==> src/rtl/blkx_pkg.sv <==
package blkx_pkg;

  typedef enum logic [1:0] {
    XM_INC_AFTER  = 2'b00,
    XM_INC_BEFORE = 2'b01,
    XM_DEC_AFTER  = 2'b10,
    XM_DEC_BEFORE = 2'b11
  } xfer_mode_e;

  typedef enum logic [1:0] {
    SQ_IDLE = 2'd0,
    SQ_RUN  = 2'd1,
    SQ_FIN  = 2'd2
  } seq_state_e;

  function automatic logic mode_down(input xfer_mode_e m);
    return m[1];
  endfunction

  function automatic logic mode_pre(input xfer_mode_e m);
    return m[0];
  endfunction

endpackage

==> src/rtl/blkx_popcnt.sv <==
module blkx_popcnt #(
  parameter int N  = 16,
  parameter int CW = $clog2(N + 1)
) (
  input  logic [N-1:0]  bits,
  output logic [CW-1:0] count
);
  always_comb begin
    count = '0;
    for (int i = 0; i < N; i++) begin
      count = count + CW'(bits[i]);
    end
  end
endmodule

==> src/rtl/blkx_pick.sv <==
module blkx_pick #(
  parameter int N  = 16,
  parameter int IW = $clog2(N)
) (
  input  logic [N-1:0]  bits,
  input  logic          from_top,
  output logic [IW-1:0] idx,
  output logic          last
);
  logic [IW-1:0] lo_idx;
  logic [IW-1:0] hi_idx;

  // lowest set bit: scanning downward, the final hit is the lowest
  always_comb begin
    lo_idx = '0;
    for (int i = N - 1; i >= 0; i--) begin
      if (bits[i]) lo_idx = IW'(i);
    end
  end

  // highest set bit: scanning upward, the final hit is the highest
  always_comb begin
    hi_idx = '0;
    for (int i = 0; i < N; i++) begin
      if (bits[i]) hi_idx = IW'(i);
    end
  end

  assign idx  = from_top ? hi_idx : lo_idx;
  assign last = ((bits & (bits - N'(1))) == '0);
endmodule

==> src/rtl/blkx_addr.sv <==
module blkx_addr
  import blkx_pkg::*;
#(
  parameter int AW   = 32,
  parameter int CW   = 5,
  parameter int STEP = 4
) (
  input  logic [AW-1:0] base,
  input  xfer_mode_e    mode,
  input  logic [CW-1:0] count,
  output logic [AW-1:0] first_addr,
  output logic [AW-1:0] final_base
);
  localparam logic [AW-1:0] STEP_V = AW'(STEP);

  logic [AW-1:0] span;

  assign span = AW'(count) * STEP_V;

  always_comb begin
    if (mode_down(mode)) begin
      final_base = base - span;
      first_addr = mode_pre(mode) ? base - STEP_V : base;
    end else begin
      final_base = base + span;
      first_addr = mode_pre(mode) ? base + STEP_V : base;
    end
  end
endmodule

==> src/rtl/blk_xfer_agen.sv <==
module blk_xfer_agen
  import blkx_pkg::*;
#(
  parameter int AW   = 32,
  parameter int NREG = 16,
  parameter int STEP = 4,
  localparam int IW  = $clog2(NREG),
  localparam int CW  = $clog2(NREG + 1)
) (
  input  logic            clk,
  input  logic            rst_n,
  input  logic            req_start,
  input  logic [AW-1:0]   req_base,
  input  logic [NREG-1:0] req_mask,
  input  logic [1:0]      req_mode,
  input  logic            req_load,
  input  logic            req_wb,
  input  logic            beat_ready,
  output logic            beat_valid,
  output logic [AW-1:0]   beat_addr,
  output logic [IW-1:0]   beat_reg,
  output logic            beat_load,
  output logic            busy,
  output logic            done,
  output logic            wb_we,
  output logic [AW-1:0]   wb_base
);
  localparam logic [AW-1:0] STEP_V = AW'(STEP);

  seq_state_e      state_q;
  logic [NREG-1:0] rem_q;
  logic [AW-1:0]   addr_q;
  logic [AW-1:0]   base_q;
  logic [AW-1:0]   fin_q;
  logic            down_q;
  logic            load_q;
  logic            wb_q;

  logic [CW-1:0]   req_cnt;
  logic [AW-1:0]   first_addr;
  logic [AW-1:0]   final_base;
  logic [IW-1:0]   pick_idx;
  logic            pick_last;
  logic            take;
  logic            accept;
  xfer_mode_e      mode_in;

  assign mode_in = xfer_mode_e'(req_mode);

  blkx_popcnt #(.N(NREG), .CW(CW)) u_popcnt (
    .bits  (req_mask),
    .count (req_cnt)
  );

  blkx_addr #(.AW(AW), .CW(CW), .STEP(STEP)) u_addr (
    .base       (req_base),
    .mode       (mode_in),
    .count      (req_cnt),
    .first_addr (first_addr),
    .final_base (final_base)
  );

  blkx_pick #(.N(NREG), .IW(IW)) u_pick (
    .bits     (rem_q),
    .from_top (down_q),
    .idx      (pick_idx),
    .last     (pick_last)
  );

  assign accept = (state_q == SQ_IDLE) && req_start;
  assign take   = (state_q == SQ_RUN) && beat_ready;

  always_ff @(posedge clk or negedge rst_n) begin
    if (!rst_n) begin
      state_q <= SQ_IDLE;
      rem_q   <= '0;
      addr_q  <= '0;
      base_q  <= '0;
      fin_q   <= '0;
      down_q  <= 1'b0;
      load_q  <= 1'b0;
      wb_q    <= 1'b0;
    end else begin
      unique case (state_q)
        SQ_IDLE: begin
          if (accept) begin
            rem_q   <= req_mask;
            addr_q  <= first_addr;
            base_q  <= req_base;
            fin_q   <= final_base;
            down_q  <= mode_down(mode_in);
            load_q  <= req_load;
            wb_q    <= req_wb;
            state_q <= (req_mask == '0) ? SQ_FIN : SQ_RUN;
          end
        end
        SQ_RUN: begin
          if (take) begin
            rem_q  <= rem_q & ~(NREG'(1) << pick_idx);
            addr_q <= down_q ? addr_q - STEP_V : addr_q + STEP_V;
            if (pick_last) state_q <= SQ_FIN;
          end
        end
        default: state_q <= SQ_IDLE;
      endcase
    end
  end

  assign beat_valid = (state_q == SQ_RUN);
  assign beat_addr  = addr_q;
  assign beat_reg   = pick_idx;
  assign beat_load  = load_q;
  assign busy       = (state_q != SQ_IDLE);
  assign done       = (state_q == SQ_FIN);
  assign wb_we      = done && wb_q;
  assign wb_base    = wb_q ? fin_q : base_q;
endmodule

==> config.mk <==
export PLATFORM = sky130hd
export DESIGN_NAME = blk_xfer_agen
export DESIGN_NICKNAME = d
export VERILOG_FILES = /design/src/rtl/blkx_pkg.sv /design/src/rtl/blkx_popcnt.sv /design/src/rtl/blkx_pick.sv /design/src/rtl/blkx_addr.sv /design/src/rtl/blk_xfer_agen.sv
export SDC_FILE = /design/constraint.sdc
export NUM_CORES = 1
export LEC_CHECK = 0
export ABC_AREA = 1
export CAP_MARGIN = 5
export CORE_ASPECT_RATIO = 1.25
export CORE_UTILIZATION = 45
export CTS_CLUSTER_DIAMETER = 150
export CTS_CLUSTER_SIZE = 16
export DETAILED_ROUTE_END_ITERATION = 6
export DONT_BUFFER_PORTS = 1
export GPL_ROUTABILITY_DRIVEN = 0
export HOLD_SLACK_MARGIN = 0.05
export SLEW_MARGIN = 20
export SYNTH_ARGS = -nofsm -noshare
export SYNTH_HDL_FRONTEND = slang
export SYNTH_SLANG_ARGS = --single-unit
==> constraint.sdc <==
create_clock -name clk -period 6.9 [get_ports clk]
set_input_delay 1.38 -clock clk [delete_from_list [all_inputs] [get_ports clk]]
set_output_delay 1.38 -clock clk [all_outputs]
set_load 0.005 [all_outputs]
# Word-level counts from Yosys, hierarchy flattened
# Cells that the tools add are included.
[word_totals]
register_bits = 117
input_bits = 56
[classes]
add_sub_neg = 22
eq_ne = 5
n_shift = 1
muxes = 49
bitwise_logic = 3
reduce_logical = 11
[ops]
columns = ["op", "count"]
rows = [
  ["$mux W32", 8],
  ["$mux W4", 25],
  ["$add A5 B1 Y5", 14],
  ["$add A32 B3 Y32 const B", 2],
  ["$pmux W32 S2", 1],
  ["$sub A32 B3 Y32 const B", 2],
  ["$add A32 B7 Y32", 1],
  ["$and A16 B16 Y16", 2],
  ["$logic_not A16 Y1", 2],
  ["$mux W16", 2],
  ["$pmux W16 S2", 1],
  ["$sub A32 B7 Y32", 1],
  ["$not A16 Y16", 1],
  ["$shl A1 B4 Y16 const A", 1],
  ["$sub A16 B1 Y16 const B", 1],
  ["$mux W2", 6],
  ["$mux W3", 4],
  ["$reduce_and A3 Y1", 2],
  ["$ne A2 B1 Y1 const B", 2],
  ["$pmux W2 S2", 1],
  ["$reduce_bool A2 Y1", 2],
  ["$logic_and A1 B1 Y1", 3],
  ["$add A1 B1 Y2", 1],
  ["$eq A2 B1 Y1 const B", 1],
  ["other kinds (5)", 5],
]

# Longest topological paths before layout
# Gate-level depths: netlist of run 1.
[logic_depth]
word_depth = 22
depth_mapped = 32

# By module
# From an unflattened synthesis of run 1, not the netlist that was laid out.
[unflattened]
cells_unflattened = 2072
hier_area_um2 = 12366.9
[by_module_without_submodules]
columns = ["mod", "n_inst", "cells_each", "area_each_um2", "seq_area_each_um2"]
rows = [
  ["blk_xfer_agen", 1, 1147, 7626.1, 2927.8],
  ["blkx_addr", 1, 774, 3856.2, 0.0],
  ["blkx_pick", 1, 99, 470.5, 0.0],
  ["blkx_popcnt", 1, 52, 414.1, 0.0],
]

# Worst setup path before layout of run 1
# Ideal clock, no wire load.
[synth_timing]
path_type = "input -> register"
from = "in req_mask[0]"
to = "reg fin_q[24]"
t_arrival_ns = 6.989
required_ns = 6.769
setup_slack_ns = -0.220
stages = 26
path_buffers = 0
path_cell_list = "inv_1 > ha_1 > inv_1 > fa_1 > fa_1 > fa_1 > fa_1 > fa_1 > fa_1 > nor2_1 > inv_1 > nand2_1 > nand3_1 > o31ai_1 > ha_1 > a21oi_1 > inv_1 > a21oi_1 > o21ai_0 > a21oi_1 > nor2_1 > nor2_1 > o21bai_1 > or2_2 > nand3_1 > o21ai_0"
[synth_between]
elab_chain_cells = 17
[synth_lines]
columns = ["item", "line", "text"]
rows = [
  ["start: declaration", "blk_xfer_agen.sv:14", "input logic [NREG-1:0] req_mask,"],
  ["$add A1 B1 Y2 (*)", "blkx_popcnt.sv:11", "count = count + CW'(bits[i]);"],
  ["$add A5 B1 Y5 (*) (14 in series)", "blkx_popcnt.sv:11", ""],
  ["$add A32 B7 Y32 or $sub A32 B7 Y32 (tied branches)", "blkx_addr.sv:25, blkx_addr.sv:22", ""],
  ["$mux W32 (*)", "blkx_addr.sv:21", "if (mode_down(mode)) begin"],
  ["end signal: assignment", "blk_xfer_agen.sv:90", "fin_q <= final_base;"],
  ["end: declaration", "blk_xfer_agen.sv:34", "logic [AW-1:0] fin_q;"],
]
# Mark *: on every way between the ends. The rest lies on a longest branch, timed or not.
# A chain may end at the register's enable or synchronous reset.

# Final worst setup path of run 1
# Same ends and word-level chain as after synthesis.

==> metrics.csv, run 1 <==
stage,metric,value,unit
status,status,"complete, but fails checks",
status,failing_checks,design-rule violations,
setup_path,setup.worst_path.class,input pin to flop,
grt,antenna_violations_before_repair,0,
clock_network,htree_levels,4,
floorplanning,core_region_area,22500,um2
synth,seq_area_frac_synth,0.276,
synth,yosys.area.top_type,dfrtp_1,
timing,slew_violations,0,
layout,post_route_cells_drive_above_1_share,0.124,
placed_design,count_of_placed_standard_cells_including_taps,1902,
floorplanning,start_util,0.464,
routing,ant_nets,0,
timing,max_slew_margin,0.383,
clock_network,clock-root-buffer,clkbuf_16,
run,maxCapViolCount,0,
timing,final.setup_skew,7.92,ps
layout,final-instance-count-excl-fill,1936,
layout,area_delta_synth_final,14.9,%
routing,drt_iter0_markers,725,
floorplanning,dieHeight,172,um
synth,post_synth_inst_count,1574,
routing,route.vias.total,10700,
setup_path,crit_path_frequent_cell,fa_1,
synth,synth.net_count,1712,
grt,global_route.overflow_total,0,
setup_path,worstPathArrival,6950,ps
power_and_ir_drop,total_leakage_power,5.89,nW
synth,synth_edf_count,0,
timing,worst_slack,254,ps
synth,synth_ff_type,dfrtp_1,
grt,grt_first_pass_wirelength,53.6,mm
routing,drt_pre_antenna_iters,7,
floorplanning,die_width,138,um
power_and_ir_drop,total_power,6.33,mW
setup_path,cp-start-kind,input pin,
synth,synth_area_leaders,"dfrtp_1, nand2_1, ha_1, a21oi_1, o21ai_0",
floorplanning,row_count,61,
layout,seq_area,2880,um2
clock_network,clock_insertion_delay_worst_skew,430,ps
layout,insertedDiodeCount,0,
layout,fill_cells,2237,
routing,routed_wl,33.4,mm
clock_network,cts-root-to-sink-buffers,2,
floorplanning,io_pins,129,
timing,timing.final.hold_violations,0,
routing,vias_per_cell,5.54,
power_and_ir_drop,p_per_area,527,nW/um2
setup_path,worstPathMaxFanout,5,
placed_design,preCtsSetupSlack,-343,ps
setup_path,worst-r2r-setup-slack,3040,ps
hold_path,worstHoldPathType,flop to flop,
synth,post_synthesis_async_set_or_reset_flop_share,1.00,
layout,multiInputGateArea,6780,um2
setup_path,cp_data_required_time,7210,ps
clock_network,clock_tree_from_tritoncts,built,
synth,synth-seq-cells,115,
routing,post_route_drc,24,
synth,synth_cell_types,59,
grt,grt_usage,0.287,
setup_path,max_stage_delay,510,ps
placed_design,hpwl,25.3,mm
layout,finish.utilization,0.533,
clock_network,clkTransAtPathRegs,60,ps
placed_design,io_buffer_count,0,
setup_path,critical_path.slowest_cell,fa_1,
synth,synth_top_cell_area_share,0.276,
timing,max_freq,150,MHz
timing,final_period_minus_worst_setup_slack,6650,ps
clock_network,tritoncts.num_buffers,17,
synth,syn-cell-area,10400,um2
synth,yosysWarningCount,0,
clock_network,clkSinkCount,115,
grt,maximum_number_of_pins_on_one_net_before_global_route_repair,116,
layout,design.final.nets,1778,
routing,detail_route.wl_per_cell,17.2,um
synth,syn-mean-instance-area,6.64,um2
power_and_ir_drop,power.ir.vdd_worst,236,uV
timing,timing.final.setup_violations,0,
timing,worst-slew-pin-transition,924,ps
grt,via_count_of_the_first_global_routing_pass,10200,
timing,timing.final.crit_share,0.963,
setup_path,timing.critical_path.to_type,flop,
clock_network,cts_hold_buf,0,
floorplanning,area_of_the_die,23800,um2
[per-layer routing]
metal  routed length, um  vias up  GRT usage
met5                   0        -          0
met1               14400     4930      0.349
li1                    -     5395          -
met2               15600      329      0.489
met3                1960       73     0.0582
met4                1460        0      0.143
[final timing paths]
kind	startpoint	end	depth (start not counted)
worst max-delay path	req_mask[0]	fin_q[24]	26
worst min-delay path	base_q[5]	base_q[5]	2
worst max register to register	state_q[0]	beat_addr[19]	9
worst min register to register	base_q[5]	base_q[5]	2
max in group asynchronous	rst_n	rem_q[8]	0
min in group asynchronous	rst_n	base_q[12]	0
[cells in the final DEF (no fill, tap or decap), types with 8 or more instances in the layout]
cell type and n:
nand2_1 396, nor2_1 162, a21o_1 9, fa_1 11, a31oi_1 35, nand4_1 23
o21ai_0 129, nand3_1 63, ha_1 68, buf_4 94, nor3_1 22, inv_2 13
inv_1 174, a21oi_1 146, o21ai_1 20, or2_2 8, xnor2_1 17, xor2_1 16
clkbuf_16 17, dfrtp_1 115
[per-stage QoR]
step	setup TNS, ps	instance area, um2	hold WS (ps)
after CTS	0	11900	473
final	0	12000	468
after global routing	-33.2	12000	490
after floorplan	0	10500	440
after detailed placement	-3530	11400	459
after global placement	-1450	11400	453
[cells in the mapped netlist (all sizes together) (5+ instances only)]
cell	n
o211ai	5
inv	187
nand3	65
clkbuf	35
nand4	24
a31oi	35
nor2	176
ha	70
nand2	401
xor2	16
fa	12
o21ai	157
buf	12
a21oi	154
nor3	28
dfrtp	115
xnor2	17
or2	13
a21o	9
o31ai	10
[registers in the layout (all words and copies together) (netlist names)]
signal,count
base_q,32
beat_addr,32
beat_load,1
down_q,1
fin_q,30
rem_q,16
state_q,2
wb_q,1
[area by class of cell]
cell class | instances | share of cell area
Clock buffer | 19 | 0.0369
Clock inverter | 13 | 0.0113
Inverter | 188 | 0.0588
Multi-Input combinational cell | 1224 | 0.565
Sequential cell | 115 | 0.240
Tap cell | 283 | 0.0295
Timing Repair Buffer | 94 | 0.0588
[worst max-delay path: cells and delay by family]
| kind | cells | cell delay [ps] |
|---|---|---|
| adders and majority gates | 10 | 3640 |
| and+or+nand+nor | 7 | 950 |
| AOI/OAI and AO/OA | 6 | 800 |
| buffers and inverters | 3 | 160 |
[power by group]
part | switching [mW] | internal, mW | total (mW) | leakage, nW
Clock | 0.348 | 0.539 | 0.887 | 0.283
Sequential | 0.296 | 1.02 | 1.31 | 1.38
Combinational | 2.52 | 1.61 | 4.13 | 4.23
[cells by family (layout without fill, tap and decap cells)]
| family | Yosys count | count (layout) | synth area share |
|---|---|---|---|
| XOR/XNOR | 33 | 33 | 0.0277 |
| AND/OR/NAND/NOR | 714 | 714 | 0.289 |
| AO/OA/AOI/OAI | 395 | 395 | 0.214 |
| adder cells (fa/ha/maj) | 82 | 82 | 0.107 |
| buffers and inverters | 235 | 314 | 0.0869 |
| flip-flops | 115 | 115 | 0.276 |
[timing repair]
item                                   4_1_cts  5_1_grt
setup endpoints to repair                    0       10
gates resized for setup                      0       13
endpoints found under the hold margin        0        0
buffers inserted                             0        2
No activity file was read; power rests on OpenSTA's default activity.
==> run 2, diff against run 1 <==
--- a/config.mk
+++ b/config.mk
@@ -8,6 +8,7 @@
 export ABC_AREA = 1
 export CAP_MARGIN = 5
 export CORE_ASPECT_RATIO = 1.25
+export CORE_MARGIN = 2
 export CORE_UTILIZATION = 45
 export CTS_CLUSTER_DIAMETER = 150
 export CTS_CLUSTER_SIZE = 16
==> metrics.csv, run 2 (synthesis results as in run 1) <==
stage,metric,value,unit,change
setup_path,worstPathMaxFanout,4,,-1
power_and_ir_drop,p_per_area,531,nW/um2,+0.72%
layout,insertedDiodeCount,0,,unchanged
grt,global_route.overflow_total,0,,unchanged
layout,multiInputGateArea,6830,um2,+0.79%
setup_path,setup.worst_path.class,input pin to flop,,
routing,drt_iter0_markers,874,,+21%
setup_path,cp-start-kind,input pin,,
routing,detail_route.wl_per_cell,17.4,um,+0.96%
power_and_ir_drop,power_frac_seq,0.206,,about the same
floorplanning,start_util,0.456,,-0.00748
power_and_ir_drop,power.switching,3.18,mW,+0.61%
power_and_ir_drop,clock_share_of_power,0.147,,+0.007
power_and_ir_drop,total_leakage_power,5.88,nW,-0.27%
grt,antenna_violations_before_repair,0,,unchanged
clock_network,htree_levels,4,,unchanged
clock_network,clock-root-buffer,clkbuf_16,,
routing,routed_wl,33.7,mm,+0.96%
timing,grt_setup_unrepaired,true,,
run,maxCapViolCount,0,,unchanged
layout,fill_cells,2279,,+1.9%
setup_path,worstPathArrival,6940,ps,about the same
placed_design,io_buffer_count,0,,unchanged
timing,worst-slew-pin-transition,872,ps,-52.2 ps
floorplanning,dieHeight,174,um,+1.2%
clock_network,clock_insertion_delay_worst_skew,430,ps,about the same
layout,leading_cell_types_in_the_layout_fill_and_taps_excluded,"nand2_1, inv_1, nor2_1, a21oi_1, o21ai_0",,
placed_design,hpwl,25.7,mm,+1.8%
routing,ant_nets,0,,unchanged
power_and_ir_drop,switching_share,0.497,,-0.00322
setup_path,timing.critical_path.to_type,flop,,
timing,max_freq,151,MHz,+0.33%
floorplanning,io_pins,129,,unchanged
status,status,finished clean,,
clock_network,clock_tree_from_tritoncts,built,,
timing,final.setup_skew,7.02,ps,-0.904 ps
floorplanning,area_of_the_die,24500,um2,+2.6%
layout,seq_area,2880,um2,unchanged
timing,final_period_minus_worst_setup_slack,6620,ps,-21.9 ps
timing,max_slew_margin,0.418,,+0.0348
timing,timing.final.setup_violations,0,,unchanged
routing,drt_pre_antenna_iters,5,,-2
timing,timing.final.hold_violations,0,,unchanged
grt,via_count_of_the_first_global_routing_pass,10300,,+1.0%
layout,finish.utilization,0.527,,-0.00575
routing,vias_per_cell,5.47,,-1.3%
floorplanning,die_width,140,um,+1.4%
timing,slew_violations,0,,unchanged
grt,grt_usage,0.279,,-0.00809
setup_path,cp_data_required_time,7220,ps,about the same
grt,grt_first_pass_wirelength,54.1,mm,+0.78%
power_and_ir_drop,part_of_the_total_power_dissipated_in_combinational_logic,0.647,,-0.005
layout,area_delta_synth_final,15.5,%,
clock_network,clkTransAtPathRegs,60,ps,about the same
hold_path,worstHoldPathType,flop to flop,,
layout,design.final.nets,1773,,-0.28%
power_and_ir_drop,p_int,3.22,mW,+1.9%
clock_network,cts_hold_buf,0,,unchanged
power_and_ir_drop,power.ir.vdd_worst,435,uV,+84%
routing,route.vias.total,10600,,-1.3%
grt,maximum_number_of_pins_on_one_net_before_global_route_repair,116,,unchanged
layout,most_common_cell_after_layout_fill_and_taps_aside,nand2_1,,
floorplanning,row_count,62,,+1.6%
timing,timing.final.crit_share,0.960,,-0.00317
clock_network,clkSinkCount,115,,unchanged
layout,post_route_cells_drive_above_1_share,0.126,,+0.00220
clock_network,cts-root-to-sink-buffers,2,,unchanged
clock_network,tritoncts.num_buffers,17,,unchanged
routing,post_route_drc,0,,-100%
power_and_ir_drop,total_power,6.41,mW,+1.3%
floorplanning,core_region_area,22900,um2,+1.6%
run 2: changes by cell type in the layout (fill, tap and decap cells not counted), moves of 3 or more:
cell        delta
buf_4          -5
clkinv_2       -4
clkinv_4       -3
clkinvlp_4     +3
run 2: power by group through the flow:
stage                     sequential (mW)  clock [mW]  combinational (mW)
after global routing                 1.37       0.986                4.71
after detailed placement             1.34           0                4.04
final                                1.32       0.941                4.14
after CTS                            1.33       0.956                4.06
after floorplan                      1.23           0                2.94
after global placement               1.33           0                3.99
run 2: final timing paths:
check                           cells after the start       endpoint   startpoint  slack, ps
worst max-delay path                               27      fin_q[26]  req_mask[0]        280
worst min-delay path                                2      base_q[7]    base_q[7]        470
worst max register to register                      9  beat_addr[19]   state_q[0]       3380
worst min register to register                      2      base_q[7]    base_q[7]        470
max in group asynchronous                           0      rem_q[12]        rst_n       6070
min in group asynchronous                           0      fin_q[10]        rst_n        650
run 2: layout make-up:
cell class / instances / share of cell area
flip-flops and latches: 115 / 0.239
clock inverters: 11 / 0.0124
multi-input cells: 1224 / 0.566
clock buffers: 21 / 0.0390
inverters: 188 / 0.0585
repair buffers: 89 / 0.0554
well taps: 288 / 0.0299
run 2: repair_timing:
item | 4_1_cts | 5_1_grt
endpoints found under the setup margin | 0 | 17
gates resized for setup | 0 | 22
buffers inserted | 0 | 3
run 2: critical path, cell delays in order:
cell and delay, ps:
inv_1 20, ha_1 280, inv_1 70, fa_1 430, fa_1 530, fa_1 440, fa_1 500, fa_2 400
fa_2 360, nor2_1 110, inv_1 90, nand2_2 120, nand3_4 100, o31ai_4 320, buf_4 180, ha_1 260
a21oi_1 180, o21ai_2 120, a21oi_2 230, o21ai_2 90, nand2_1 60, nand2_1 90, nand3_1 80, nand2_1 90
or2_2 280, nand3_1 70, nand2_1 50
run 2: metal layers:
metal | vias up | track usage | routed length [um] | share of wire
met1 | 4851 | 0.348 | 14300 | 0.43
met4 | 0 | 0.122 | 1320 | 0.039
met2 | 299 | 0.472 | 16100 | 0.48
li1 | 5376 | - | - | -
met3 | 65 | 0.0523 | 1900 | 0.057
met5 | - | 0 | 0 | 0
run 2: stage by stage:
stage	cell area [um2]	setup WS, ps	setup TNS [ps]	hold WS [ps]	cells
final	12100	276	0	470	1936
after global routing	12100	-22.8	-32.8	495	1936
after CTS	12000	156	0	473	1933
after detailed placement	11300	-299	-3220	459	1901
after global placement	11300	-242	-1510	454	1901
after floorplan	10500	2.08	0	440	1574
